`src/rtl/lbd_pkg.sv`:
```
package lbd_pkg;
  typedef enum logic [1:0] {ST_IDLE, ST_REQ, ST_XFER} lbd_st_e;
endpackage

```
`src/rtl/lbd_limit_ctr.sv`:
```
module lbd_limit_ctr #(
  parameter int TMR_W = 16,
  parameter int CNT_W = 8
) (
  input  logic             clk_i,
  input  logic             rst_ni,
  input  logic             clr_i,
  input  logic             tick_i,
  input  logic             done_i,
  input  logic [TMR_W-1:0] tmr_lim_i,
  input  logic [CNT_W-1:0] cnt_lim_i,
  output logic             exp_o
);
  logic [TMR_W-1:0] tmr_q;
  logic [CNT_W-1:0] cnt_q;

  always_ff @(posedge clk_i or negedge rst_ni) begin
    if (!rst_ni) begin
      tmr_q <= '0;
      cnt_q <= '0;
    end else if (clr_i) begin
      tmr_q <= '0;
      cnt_q <= '0;
    end else begin
      if (tick_i && !(&tmr_q)) tmr_q <= tmr_q + 1'b1;
      if (done_i && !(&cnt_q)) cnt_q <= cnt_q + 1'b1;
    end
  end

  assign exp_o = ((tmr_lim_i != '0) && (tmr_q >= tmr_lim_i)) ||
                 ((cnt_lim_i != '0) && (cnt_q >= cnt_lim_i));
endmodule

```
`src/rtl/lbd_cfg_chk.sv`:
```
module lbd_cfg_chk #(
  parameter int LBS_LOG2_W     = 2,
  parameter int WM_W           = 8,
  parameter int BYTES_PER_XFER = 4
) (
  input  logic                  clk_i,
  input  logic                  rst_ni,
  input  logic                  cap_i,
  input  logic [LBS_LOG2_W-1:0] lbs_log2_i,
  input  logic [WM_W-1:0]       wmark_i,
  output logic [LBS_LOG2_W-1:0] lbs_log2_o,
  output logic                  err_o,
  output logic                  burst_ok_o
);
  logic [31:0] lbs_bytes;
  assign lbs_bytes = 32'(BYTES_PER_XFER) << lbs_log2_i;

  always_ff @(posedge clk_i or negedge rst_ni) begin
    if (!rst_ni) begin
      lbs_log2_o <= '0;
      err_o      <= 1'b0;
    end else if (cap_i) begin
      lbs_log2_o <= lbs_log2_i;
      err_o      <= lbs_bytes > 32'(wmark_i);
    end
  end

  assign burst_ok_o = !err_o;
endmodule

```
`src/rtl/lbd_tenure_ctrl.sv`:
```
module lbd_tenure_ctrl
  import lbd_pkg::*;
#(
  parameter int PTR_W          = 16,
  parameter int LBS_LOG2_W     = 2,
  parameter int WM_W           = 8,
  parameter int CNT_W          = 8,
  parameter int TMR_W          = 16,
  parameter int BYTES_PER_XFER = 4
) (
  input  logic                  clk_i,
  input  logic                  rst_ni,
  input  logic                  req_i,
  input  logic                  hlda_i,
  input  logic                  rdy_i,
  input  logic                  preempt_i,
  input  logic                  load_i,
  input  logic [PTR_W-1:0]      start_ptr_i,
  input  logic [LBS_LOG2_W-1:0] lbs_log2_i,
  input  logic [WM_W-1:0]       wmark_i,
  input  logic [CNT_W-1:0]      burst_lim_i,
  input  logic [TMR_W-1:0]      timer_lim_i,
  output logic                  hold_o,
  output logic                  xfer_o,
  output logic                  burst_o,
  output logic [PTR_W-1:0]      ptr_o,
  output logic                  err_o
);
  localparam int IDX_W = (1 << LBS_LOG2_W) - 1;
  localparam int LBS_W = IDX_W + 2;

  lbd_st_e               st_q;
  logic [PTR_W-1:0]      ptr_q, nxt_ptr, amask;
  logic [IDX_W-1:0]      bidx_q, lbs_m1;
  logic [LBS_W-1:0]      lbs_len;
  logic [LBS_LOG2_W-1:0] lbs_q;
  logic inb_q, stop_q, extra_q, burst_ok, lim_exp;
  logic done, stop_now, late_evt, extra_now, eob, al_cur, al_nxt, release_now;

  lbd_cfg_chk #(
    .LBS_LOG2_W(LBS_LOG2_W), .WM_W(WM_W), .BYTES_PER_XFER(BYTES_PER_XFER)
  ) u_cfg (
    .clk_i, .rst_ni,
    .cap_i      (st_q == ST_IDLE),
    .lbs_log2_i,
    .wmark_i,
    .lbs_log2_o (lbs_q),
    .err_o,
    .burst_ok_o (burst_ok)
  );

  lbd_limit_ctr #(.TMR_W(TMR_W), .CNT_W(CNT_W)) u_lim (
    .clk_i, .rst_ni,
    .clr_i     (st_q == ST_IDLE),
    .tick_i    (st_q == ST_XFER),
    .done_i    (done),
    .tmr_lim_i (timer_lim_i),
    .cnt_lim_i (burst_lim_i),
    .exp_o     (lim_exp)
  );

  assign lbs_len = LBS_W'(1) << lbs_q;
  assign lbs_m1  = IDX_W'(lbs_len - LBS_W'(1));
  assign amask   = PTR_W'(lbs_len - LBS_W'(1));
  assign nxt_ptr = ptr_q + 1'b1;
  assign al_cur  = (ptr_q & amask) == '0;
  assign al_nxt  = (nxt_ptr & amask) == '0;

  assign done      = (st_q == ST_XFER) && rdy_i;
  assign stop_now  = stop_q || preempt_i || lim_exp;
  // stop late in a burst: within the last four transfers
  assign late_evt  = inb_q && ((LBS_W'(bidx_q) + LBS_W'(4)) >= lbs_len);
  assign extra_now = stop_q ? extra_q : late_evt;
  assign eob       = !inb_q || (bidx_q == lbs_m1);
  assign release_now = (stop_now && !extra_now) || (!stop_now && !req_i);

  always_ff @(posedge clk_i or negedge rst_ni) begin
    if (!rst_ni) begin
      st_q    <= ST_IDLE;
      ptr_q   <= '0;
      bidx_q  <= '0;
      inb_q   <= 1'b0;
      stop_q  <= 1'b0;
      extra_q <= 1'b0;
    end else begin
      unique case (st_q)
        ST_IDLE: begin
          if (load_i) ptr_q <= start_ptr_i;
          if (req_i && !hlda_i) st_q <= ST_REQ;
        end
        ST_REQ: begin
          if (hlda_i) begin
            st_q    <= ST_XFER;
            inb_q   <= burst_ok && al_cur;
            bidx_q  <= '0;
            stop_q  <= 1'b0;
            extra_q <= 1'b0;
          end
        end
        ST_XFER: begin
          if (done) begin
            ptr_q <= nxt_ptr;
            if (eob) begin
              bidx_q  <= '0;
              stop_q  <= stop_now;
              extra_q <= 1'b0;
              if (release_now) begin
                st_q  <= ST_IDLE;
                inb_q <= 1'b0;
              end else begin
                inb_q <= burst_ok && al_nxt;
              end
            end else begin
              bidx_q  <= bidx_q + 1'b1;
              stop_q  <= stop_now;
              extra_q <= extra_now;
            end
          end else begin
            stop_q  <= stop_now;
            extra_q <= extra_now;
          end
        end
        default: st_q <= ST_IDLE;
      endcase
    end
  end

  assign hold_o  = st_q != ST_IDLE;
  assign xfer_o  = st_q == ST_XFER;
  assign burst_o = xfer_o && inb_q;
  assign ptr_o   = ptr_q;
endmodule

```
`config.mk`:
```
export PLATFORM = sky130hd
export DESIGN_NAME = lbd_tenure_ctrl
export DESIGN_NICKNAME = d
export VERILOG_FILES = /design/src/rtl/lbd_pkg.sv /design/src/rtl/lbd_limit_ctr.sv /design/src/rtl/lbd_cfg_chk.sv /design/src/rtl/lbd_tenure_ctrl.sv
export SDC_FILE = /design/constraint.sdc
export NUM_CORES = 1
export LEC_CHECK = 0
export CAP_MARGIN = 20
export CORE_MARGIN = 2
export CORE_UTILIZATION = 55
export DETAILED_ROUTE_END_ITERATION = 12
export PLACE_DENSITY_LB_ADDON = 0.15
export SLEW_MARGIN = 10
export SYNTH_ARGS = -nofsm -noshare
export SYNTH_HDL_FRONTEND = slang
export SYNTH_HIERARCHICAL = 1
export SYNTH_SLANG_ARGS = --single-unit
```
`constraint.sdc`:
```
create_clock -name clk_i -period 3.8 [get_ports clk_i]
set_clock_uncertainty 0.05 [all_clocks]
set_input_delay 0.57 -clock clk_i [delete_from_list [all_inputs] [get_ports clk_i]]
set_output_delay 0.57 -clock clk_i [all_outputs]
set_load 0.05 [all_outputs]
```
# --- Word-level counts from Yosys, hierarchy flattened ---
# Cells that the tools add are included.
word_totals:
  register_bits: 51
  latch_bits: 0
  ram_bits: 0
  rom_bits: 0
  in_bits: 57
  out_inout_bits: 20
  word_cells: 104
  mem_count: 0
op_classes:
  add_sub_neg: 7
  mul: 0
  div: 0
  order_cmp: 4
  eq_ne: 9
  shift: 2
  muxes: 28
  n_bitwise: 2
  reduce_logical: 42
op_table:
  columns: ["op", "count"]
  rows:
  - ["two-way mux 16 bit", 4]
  - ["adder 16 x 1 -> 16 bit (second input constant)", 2]
  - ["AND 16 bit", 2]
  - ["greater-than comparator 32 x 8 -> 1 bit", 1]
  - ["zero test 16 bit", 2]
  - ["case mux 16 bit (2 select lines)", 1]
  - ["left shift 3 x 2 -> 32 bit (first input constant)", 1]
  - [">= comparator 16 bit", 1]
  - ["two-way mux 8 bit", 2]
  - ["AND reduction 16 bit", 1]
  - ["nonzero test 16 bit", 1]
  - ["logical AND 1 bit", 12]
  - ["two-way mux 2 bit", 5]
  - ["nonzero test 2 bit", 5]
  - ["two-way mux 3 bit", 3]
  - ["adder 8 x 1 -> 8 bit (second input constant)", 1]
  - [">= comparator 8 bit", 1]
  - ["zero test 1 bit", 8]
  - ["two-way mux 1 bit", 8]
  - ["AND reduction 8 bit", 1]
  - ["nonzero test 8 bit", 1]
  - ["inequality test 2 x 1 -> 1 bit (second input constant)", 3]
  - ["inequality test 2 bit (second input constant)", 3]
  - ["case mux 1 bit (2 select lines)", 3]
  - ["17 further kinds", 22]

# --- Logic depth before layout (Yosys ltp) ---
# Gate-level depths: netlist of the first run.
depth:
  word_depth: 11
  depth_mapped: 12

# --- Hierarchy ---
# The synthesis of the first run kept the hierarchy.
by_module_without_submodules:
  columns: ["module", "n_inst", "cells_each", "area_per_inst_um2"]
  rows:
  - ["lbd_limit_ctr", 1, 217, 1924.3]
  - ["lbd_tenure_ctrl", 1, 207, 1660.3]
  - ["lbd_cfg_chk", 1, 25, 247.7]

# --- Worst setup path before layout of the first run ---
# No wires, ideal clock.
synth_timing:
  kind: "input -> register"
  startpoint: "in timer_lim_i[15]"
  endpoint: "reg inb_q"
  setup_ps: 79
  t_arrival_ps: 2459
  required_time_ps: 3671
  path_slack_ps: 1212
  cell_stages: 12
  path_cell_list: "inv_1 > ha_1 > and4_1 > o211ai_1 > or4_1 > nand3_1 > a22o_1 > nor3_1 > o21ai_0 > nand2_1 > nor3_1 > a2bb2oi_1"
synth_between:
  elab_chain_len: 11
  word_cells_on_any_way: 13
synth_lines:
  columns: ["element", "line", "source"]
  rows:
  - ["start: declaration", "lbd_tenure_ctrl.sv:22", "input logic [TMR_W-1:0] timer_lim_i,"]
  - [">= comparator 16 bit / nonzero test 16 bit (equally long branches)", "lbd_limit_ctr.sv:30", "assign exp_o = ((tmr_lim_i != '0) && (tmr_q >= tmr_lim_i)) ||"]
  - ["logical AND 1 bit *", "lbd_limit_ctr.sv:30", null]
  - ["logical OR 1 bit *", "lbd_limit_ctr.sv:30", null]
  - ["via lim_exp", "lbd_tenure_ctrl.sv:37", "logic inb_q, stop_q, extra_q, burst_ok, lim_exp;"]
  - ["logical OR 1 bit *", "lbd_tenure_ctrl.sv:70", "assign stop_now = stop_q || preempt_i || lim_exp;"]
  - ["zero test 1 bit", "lbd_tenure_ctrl.sv:75", "assign release_now = (stop_now && !extra_now) || (!stop_now && !req_i);"]
  - ["logical AND 1 bit", "lbd_tenure_ctrl.sv:75", null]
  - ["logical OR 1 bit *", "lbd_tenure_ctrl.sv:75", null]
  - ["two-way mux 1 bit *", "lbd_tenure_ctrl.sv:107", "if (release_now) begin"]
  - ["two-way mux 1 bit *", "lbd_tenure_ctrl.sv:103", "if (eob) begin"]
  - ["two-way mux 1 bit *", "lbd_tenure_ctrl.sv:101", "if (done) begin"]
  - ["case mux 1 bit (2 select lines) *", "lbd_tenure_ctrl.sv:86", "unique case (st_q)"]
  - ["end signal: assignment", "lbd_tenure_ctrl.sv:94", "inb_q <= burst_ok && al_cur;"]
  - ["end signal: assignment", "lbd_tenure_ctrl.sv:111", "inb_q <= burst_ok && al_nxt;"]
  - ["end: declaration", "lbd_tenure_ctrl.sv:37", null]
# Mark *: on every way through the listed nets, which the timed path passes. The rest lies on a longest branch. The select of a mux whose other input is x is not followed.
# A chain may end at the register's enable or synchronous reset.

# --- Worst setup path after layout of the first run ---
# Ends and elaborated chain as after synthesis.

==> impl_metrics.csv, run 1 <==
group,metric,value,unit
route,wirelength,9150,µm
pwr,pwr-share-clk,0.125,
floorplanning,die-area,7650,µm²
setup_path,cp_num_cells,13,
global_routing,grt-ovfl-total,0,
pwr,leakagePower,2.10,nW
yosys,synth_fp_nets,543,
route,wl_per_cell,15.2,µm
setup_path,crit_top_cell,"nor3_1",
timing,rsz0062_at_grt,"false",
clock_network,numCtsBuffers,5,
setup_path,cp_num_buf_inv,2,
yosys,ys_warn_count,6,
floorplanning,pin_count,77,
timing,max_freq,0.330,GHz
setup_path,path_class,"in -> reg",
route,ant_nets,0,
setup_path,cp_top_family,"simple AND/OR/NAND/NOR gates",
setup_path,cp_slowest_cell,"or4_1",
placement,dp_hpwl,6940,µm
global_routing,grtUsageTotal,0.250,
pwr,ir_worst_vdd,0.333,mV
clock_network,cts_max_level,2,
global_routing,use_met1,0.342,
finish,antenna_cells,0,
route,drc,0,
setup_path,required,3.98,ns
timing,period_share,0.797,
clock_network,cts_setup_buffers,0,
floorplanning,dieHeight,87.5,µm
global_routing,grt_pass1_wl,15500,µm
setup_path,ff2ff_path_depth,11,
yosys,ys_seq_area_frac,0.333,
clock_network,clkLatencyLatePin,0.31,ns
min_path,min_path_type,"in -> async",
timing,timing.final.ws_setup,0.771,ns
pwr,power_density,570,nW/µm²
global_routing,antenna_found_initial,0,
global_routing,grt_pass1_vias,3380,
yosys,synth_top_area_share,0.333,
floorplanning,core_area,6760,µm²
setup_path,crit_arrival,3.21,ns
yosys,async_flop_share,1.00,
pwr,p_int,0.00140,W
pwr,switching_share,0.481,
yosys,synth_top_flop_cell,"dfrtp_1",
floorplanning,die_w,87.5,µm
yosys,syn_inst,449,
floorplanning,start_util,0.567,
timing,finalSetupViolCount,0,
route,vias_per_cell,5.87,
finish,design_area,4730,µm²
clock_network,cts-root-buf,"clkbuf_8",
setup_path,crit_path_end_kind,"flip-flop",
finish,nets,614,
setup_path,path_cells,"clkdlybuf4s50_1 -> inv_1 -> ha_1 -> and4_1 -> o211ai_1 -> or4_1 -> nand3_1 -> a22o_1 -> nor3_1 -> o21ai_0 -> nand2_1 -> nor3_1 -> a2bb2oi_1",
yosys,synthesis.area,3830,µm²
yosys,synth_top_area_cell,"dfrtp_1",
clock_network,tritoncts,"yes",
status,status,"finished, final reports clean",
global_routing,use_met2,0.419,
setup_path,crit_fanout,3,
placement,place.port_buffers,76,
route,dr.pass1.iters,4,
finish,layout-drive-gt1-share,0.0653,
placement,place_ws,0.465,ns
timing,fin_crit,3.03,ns
clock_network,postCtsResizedCells,0,
finish,area_growth,23.5,%
placement,gp_congestion,0.845,
setup_path,critPathMaxStageDelay,0.52,ns
pwr,power_frac_comb,0.554,
clock_network,clockBufferDepth,2,
yosys,synthDistinctLibCells,65,
global_routing,met3_usage,0.0370,
setup_path,ff2ff_setup_slack,1.09,ns
route,initialDrtViolationCount,147,
setup_path,worstSetupStartpointType,"primary input",
yosys,synth_area_leaders,"dfrtp_1, ha_1, nor2_1",
timing,finalMaxSlewViolations,0,
yosys,yosysMostFrequentCell,"nor2_1",
route,num_vias,3525,
clock_network,ctsHoldBuffers,0,
placement,post_dp_cell_area,4630,µm²
clock_network,cts.sinks,51,
timing,maxSlewHeadroom,0.534,
yosys,ys_seq_elements,51,
global_routing,grt_max_degree,37,
global_routing,grt_busiest_layer,"met2",
yosys,yosys-top-cells-count,"nor2_1, dfrtp_1, inv_1",
run,maxCapViolCount,0,
timing,worst_pin_slew,0.698,ns
timing,tns,0,ns
timing,hold_viol_final,0,
yosys,synth_edf_count,0,
pwr,p_sw,0.00130,W
pwr,share_seq_of_total_power,0.321,
yosys,syn_avg_cell_area,8.54,µm²
finish,fillers,547,
clock_network,clk_pin_slew,0.10,ns
floorplanning,core.rowCount,30,
==> power groups by stage <==
stage | sequential, W | combinational, W | clock (W)
5_1_grt | 0.000895 | 0.00162 | 0.000358
3_5_place_dp | 0.000869 | 0.00149 | 0
4_1_cts | 0.000862 | 0.00150 | 0.000338
6_report | 0.000866 | 0.00150 | 0.000336
2_1_floorplan | 0.00111 | 0.000760 | 0
3_3_place_gp | 0.000864 | 0.00145 | 0
==> worst register-to-register path, delay by kind of cell, from the launching register on <==
family	cells	cell delay [ns]
AO/OA/AOI/OAI	4	0.57
adder cells (fa/ha/maj)	1	0.35
flip-flops	1	0.48
AND/OR/NAND/NOR	6	1.19
==> flip-flops by register name, summed over array words and instances, names as in the netlist <==
register          count
bidx_q                3
extra_q               1
inb_q                 1
ptr_o                16
st_q                  2
stop_q                1
u_cfg/err_o           1
u_cfg/lbs_log2_o      2
u_lim/cnt_q           8
u_lim/tmr_q          16
==> final timing paths <==
| path | from | to |
|---|---|---|
| max | timer_lim_i[15] | inb_q |
| min | rst_ni | u_lim/cnt_q[0] |
| max reg2reg | u_lim/tmr_q[11] | inb_q |
| min reg2reg | ptr_o[9] | ptr_o[9] |
| max in group asynchronous | rst_ni | u_cfg/err_o |
| min in group clk_i | ptr_o[9] | ptr_o[9] |
==> metrics by stage <==
step	instances	hold slack, ns	total power [W]	util
floorplan	449	0.224	0.00187	-
global placement	593	0.442	0.00231	0.686
detailed placement	593	0.441	0.00236	0.686
CTS	601	0.181	0.00270	0.701
global route	601	0.200	0.00288	0.701
finish	601	0.166	0.00270	0.701
==> cells by family (layout without fill, tap and decap cells) <==
| group | after synthesis | in the layout | share of synthesized area |
|---|---|---|---|
| compound gates | 98 | 98 | 0.171 |
| xor+xnor | 22 | 22 | 0.0503 |
| fa+ha+maj | 37 | 37 | 0.121 |
| buf+inv | 57 | 129 | 0.0633 |
| flops | 51 | 51 | 0.333 |
| mux | 6 | 6 | 0.0163 |
| simple gates | 178 | 178 | 0.245 |
==> layout make-up <==
cell class	instances	area, µm²	area share
Clock inverter	2	16.3	0.00344
Clock buffer	6	82.6	0.0174
Sequential cell	51	1280	0.270
Timing Repair Buffer	82	798	0.169
Inverter	39	146	0.0309
Tap cell	80	100	0.0211
Multi-Input combinational cell	341	2310	0.489
==> cell usage in the layout (no fill, tap or decap), drive strengths merged, types with 7 or more instances in the layout <==
master         count
dfrtp             51
ha                37
nor2              52
a21oi             29
nand3             18
buf                8
inv               39
clkdlybuf4s50     74
nor4              10
xnor2             19
nand4             13
nor3              17
nand2b             7
nand2             32
o21ai             22
==> metal layers <==
layer / part of all wire / up-vias
met5: 0 / -
met3: 0.041 / 8
met2: 0.48 / 82
met4: 0.0082 / 0
met1: 0.47 / 1680
li1: - / 1755
Power figures use the tool's default switching activity.
==> run 2, diff against run 1 <==
CORE_UTILIZATION = 53   (was 55)
clock period = 2.87 ns   (was 3.8 ns; I/O delays follow)
==> impl_metrics.csv, run 2 (synthesis results as in run 1) <==
group,metric,value,unit
setup_path,critPathMaxStageDelay,0.52,ns
setup_path,path_cells,"clkdlybuf4s50_1 -> inv_1 -> ha_1 -> and4_4 -> o211ai_1 -> or4_1 -> nand3_1 -> a22o_1 -> nor2_1 -> a211oi_2 -> nor3_2 -> a2bb2oi_2",
finish,fillers,578,
route,wirelength,9230,µm
setup_path,ff2ff_path_depth,10,
setup_path,crit_path_end_kind,"flip-flop",
pwr,switching_share,0.467,
global_routing,grt_pass1_vias,3531,
route,initialDrtViolationCount,180,
timing,worst_pin_slew,0.672,ns
run,maxCapViolCount,0,
floorplanning,die_w,89.0,µm
route,vias_per_cell,5.72,
finish,area_growth,26.6,%
placement,gp_congestion,0.882,
timing,maxSlewHeadroom,0.552,
finish,most-common-layout-cells,"clkdlybuf4s50_1, nor2_1, dfrtp_1, inv_1, ha_1",
setup_path,crit_path_start,"timer_lim_i[15]",
setup_path,required,3.02,ns
pwr,share_seq_of_total_power,0.312,
placement,place.port_buffers,76,
global_routing,grt_pass1_wl,15200,µm
timing,timing.final.ws_setup,0.138,ns
clock_network,cts.sinks,51,
global_routing,grtUsageTotal,0.238,
clock_network,clkLatencyLatePin,0.30,ns
route,dr.pass1.iters,4,
clock_network,tritoncts,"yes",
setup_path,crit_fanout,3,
timing,finalSetupViolCount,0,
timing,fin_crit,2.73,ns
finish,design_area,4850,µm²
floorplanning,die-area,7930,µm²
global_routing,antenna_found_initial,0,
pwr,p_int,0.00196,W
floorplanning,start_util,0.555,
global_routing,grt_max_degree,30,
placement,dp_hpwl,7100,µm
timing,tns,0,ns
global_routing,grt-ovfl-total,0,
finish,antenna_cells,0,
setup_path,worstSetupStartpointType,"primary input",
setup_path,ff2ff_setup_slack,0.29,ns
route,ant_nets,0,
pwr,pwr-share-clk,0.138,
route,num_vias,3562,
timing,period_share,0.952,
setup_path,cp_top_family,"simple AND/OR/NAND/NOR gates",
clock_network,cts-root-buf,"clkbuf_8",
setup_path,worstReg2RegStart,"u_lim/tmr_q[14]",
setup_path,crit_arrival,2.88,ns
status,status,"finished, final reports clean",
floorplanning,pin_count,77,
timing,rsz0062_at_grt,"false",
floorplanning,dieHeight,89.0,µm
route,wl_per_cell,14.8,µm
timing,max_freq,0.366,GHz
clock_network,cts_max_level,2,
finish,final_common_cell,"clkdlybuf4s50_1",
setup_path,cp_slowest_cell,"or4_1",
setup_path,crit_end,"inb_q",
pwr,power_frac_comb,0.550,
finish,layout-drive-gt1-share,0.0854,
min_path,min_path_type,"in -> async",
pwr,p_sw,0.00171,W
clock_network,clockBufferDepth,2,
placement,post_dp_cell_area,4720,µm²
pwr,ir_worst_vdd,0.391,mV
timing,hold_viol_final,0,
floorplanning,core_area,6910,µm²
setup_path,reg2reg_to,"inb_q",
placement,place_ws,-0.383,ns
route,drc,0,
setup_path,path_class,"in -> reg",
clock_network,ctsHoldBuffers,0,
finish,nets,620,
pwr,leakagePower,2.15,nW
clock_network,clk_pin_slew,0.10,ns
clock_network,numCtsBuffers,5,
setup_path,cp_num_cells,12,
floorplanning,core.rowCount,30,
setup_path,cp_num_buf_inv,2,
timing,finalMaxSlewViolations,0,
pwr,power_density,757,nW/µm²
==> run 2: changes by cell type in the layout (fill, tap and decap cells not counted), sizes merged <==
cell	previous run	this run
bufinv	0	1
clkbuf	6	5
clkinvlp	1	0
buf	8	15
clkinv	1	2
clkdlybuf4s50	74	73
==> run 2: how the worst min path moves through the flow <==
| stage | startpoint | endpoint | slack [ns] | depth (start not counted) |
|---|---|---|---|---|
| global route | rst_ni | ptr_o[12] | 0.13 | 1 |
| finish | rst_ni | u_lim/cnt_q[1] | 0.1 | 1 |
| floorplan | rst_ni | bidx_q[0] | 0.08 | 0 |
| global placement | extra_q | extra_q | 0.43 | 2 |
| CTS | rst_ni | ptr_o[12] | 0.12 | 1 |
| detailed placement | st_q[1] | st_q[0] | 0.45 | 1 |
==> run 2: layer usage <==
metal,global-route usage,share of wire,vias up
li1,-,-,1769
met1,0.308,0.45,1678
met2,0.416,0.49,98
met3,0.0323,0.048,17
met4,0.0706,0.017,0
met5,0,0,-
==> run 2: timing repair <==
item | CTS | global route
hold endpoints to repair | 0 | 0
setup buffers | 0 | 0
pin swaps | 0 | 5
gates resized for setup | 3 | 2
setup endpoints to repair | 1 | 1
==> run 2: layout make-up <==
| class | instances | area, µm² | share of cell area |
|---|---|---|---|
| Clock buffer | 5 | 68.8 | 0.0142 |
| Clock inverter | 3 | 43.8 | 0.00902 |
| Inverter | 39 | 146 | 0.0302 |
| Multi-Input combinational cell | 341 | 2330 | 0.481 |
| Sequential cell | 51 | 1280 | 0.263 |
| Tap cell | 96 | 120 | 0.0247 |
| Timing Repair Buffer | 88 | 866 | 0.178 |
==> run 2: worst reg2reg max path, delay by kind of cell (launching register included) <==
family,cells,cell delay [ns]
flops,1,0.46
compound gates,4,0.61
simple gates,5,1.03
fa+ha+maj,1,0.33
==> run 2: per-stage QoR <==
step | instances | hold WS [ns] | utilization | total power [W]
CTS | 623 | 0.115 | 0.702 | 0.00368
global route | 623 | 0.132 | 0.703 | 0.00394
global placement | 615 | 0.433 | 0.684 | 0.00309
finish | 623 | 0.0994 | 0.703 | 0.00367
floorplan | 449 | 0.0849 | - | 0.00248
detailed placement | 615 | 0.452 | 0.684 | 0.00315
==> run 2: power groups by stage <==
stage	Clock [W]	Combinational, W	Sequential [W]
2_1_floorplan	0	0.00101	0.00148
3_3_place_gp	0	0.00195	0.00114
3_5_place_dp	0	0.00200	0.00115
4_1_cts	0.000519	0.00202	0.00114
5_1_grt	0.000549	0.00221	0.00118
6_report	0.000507	0.00202	0.00115
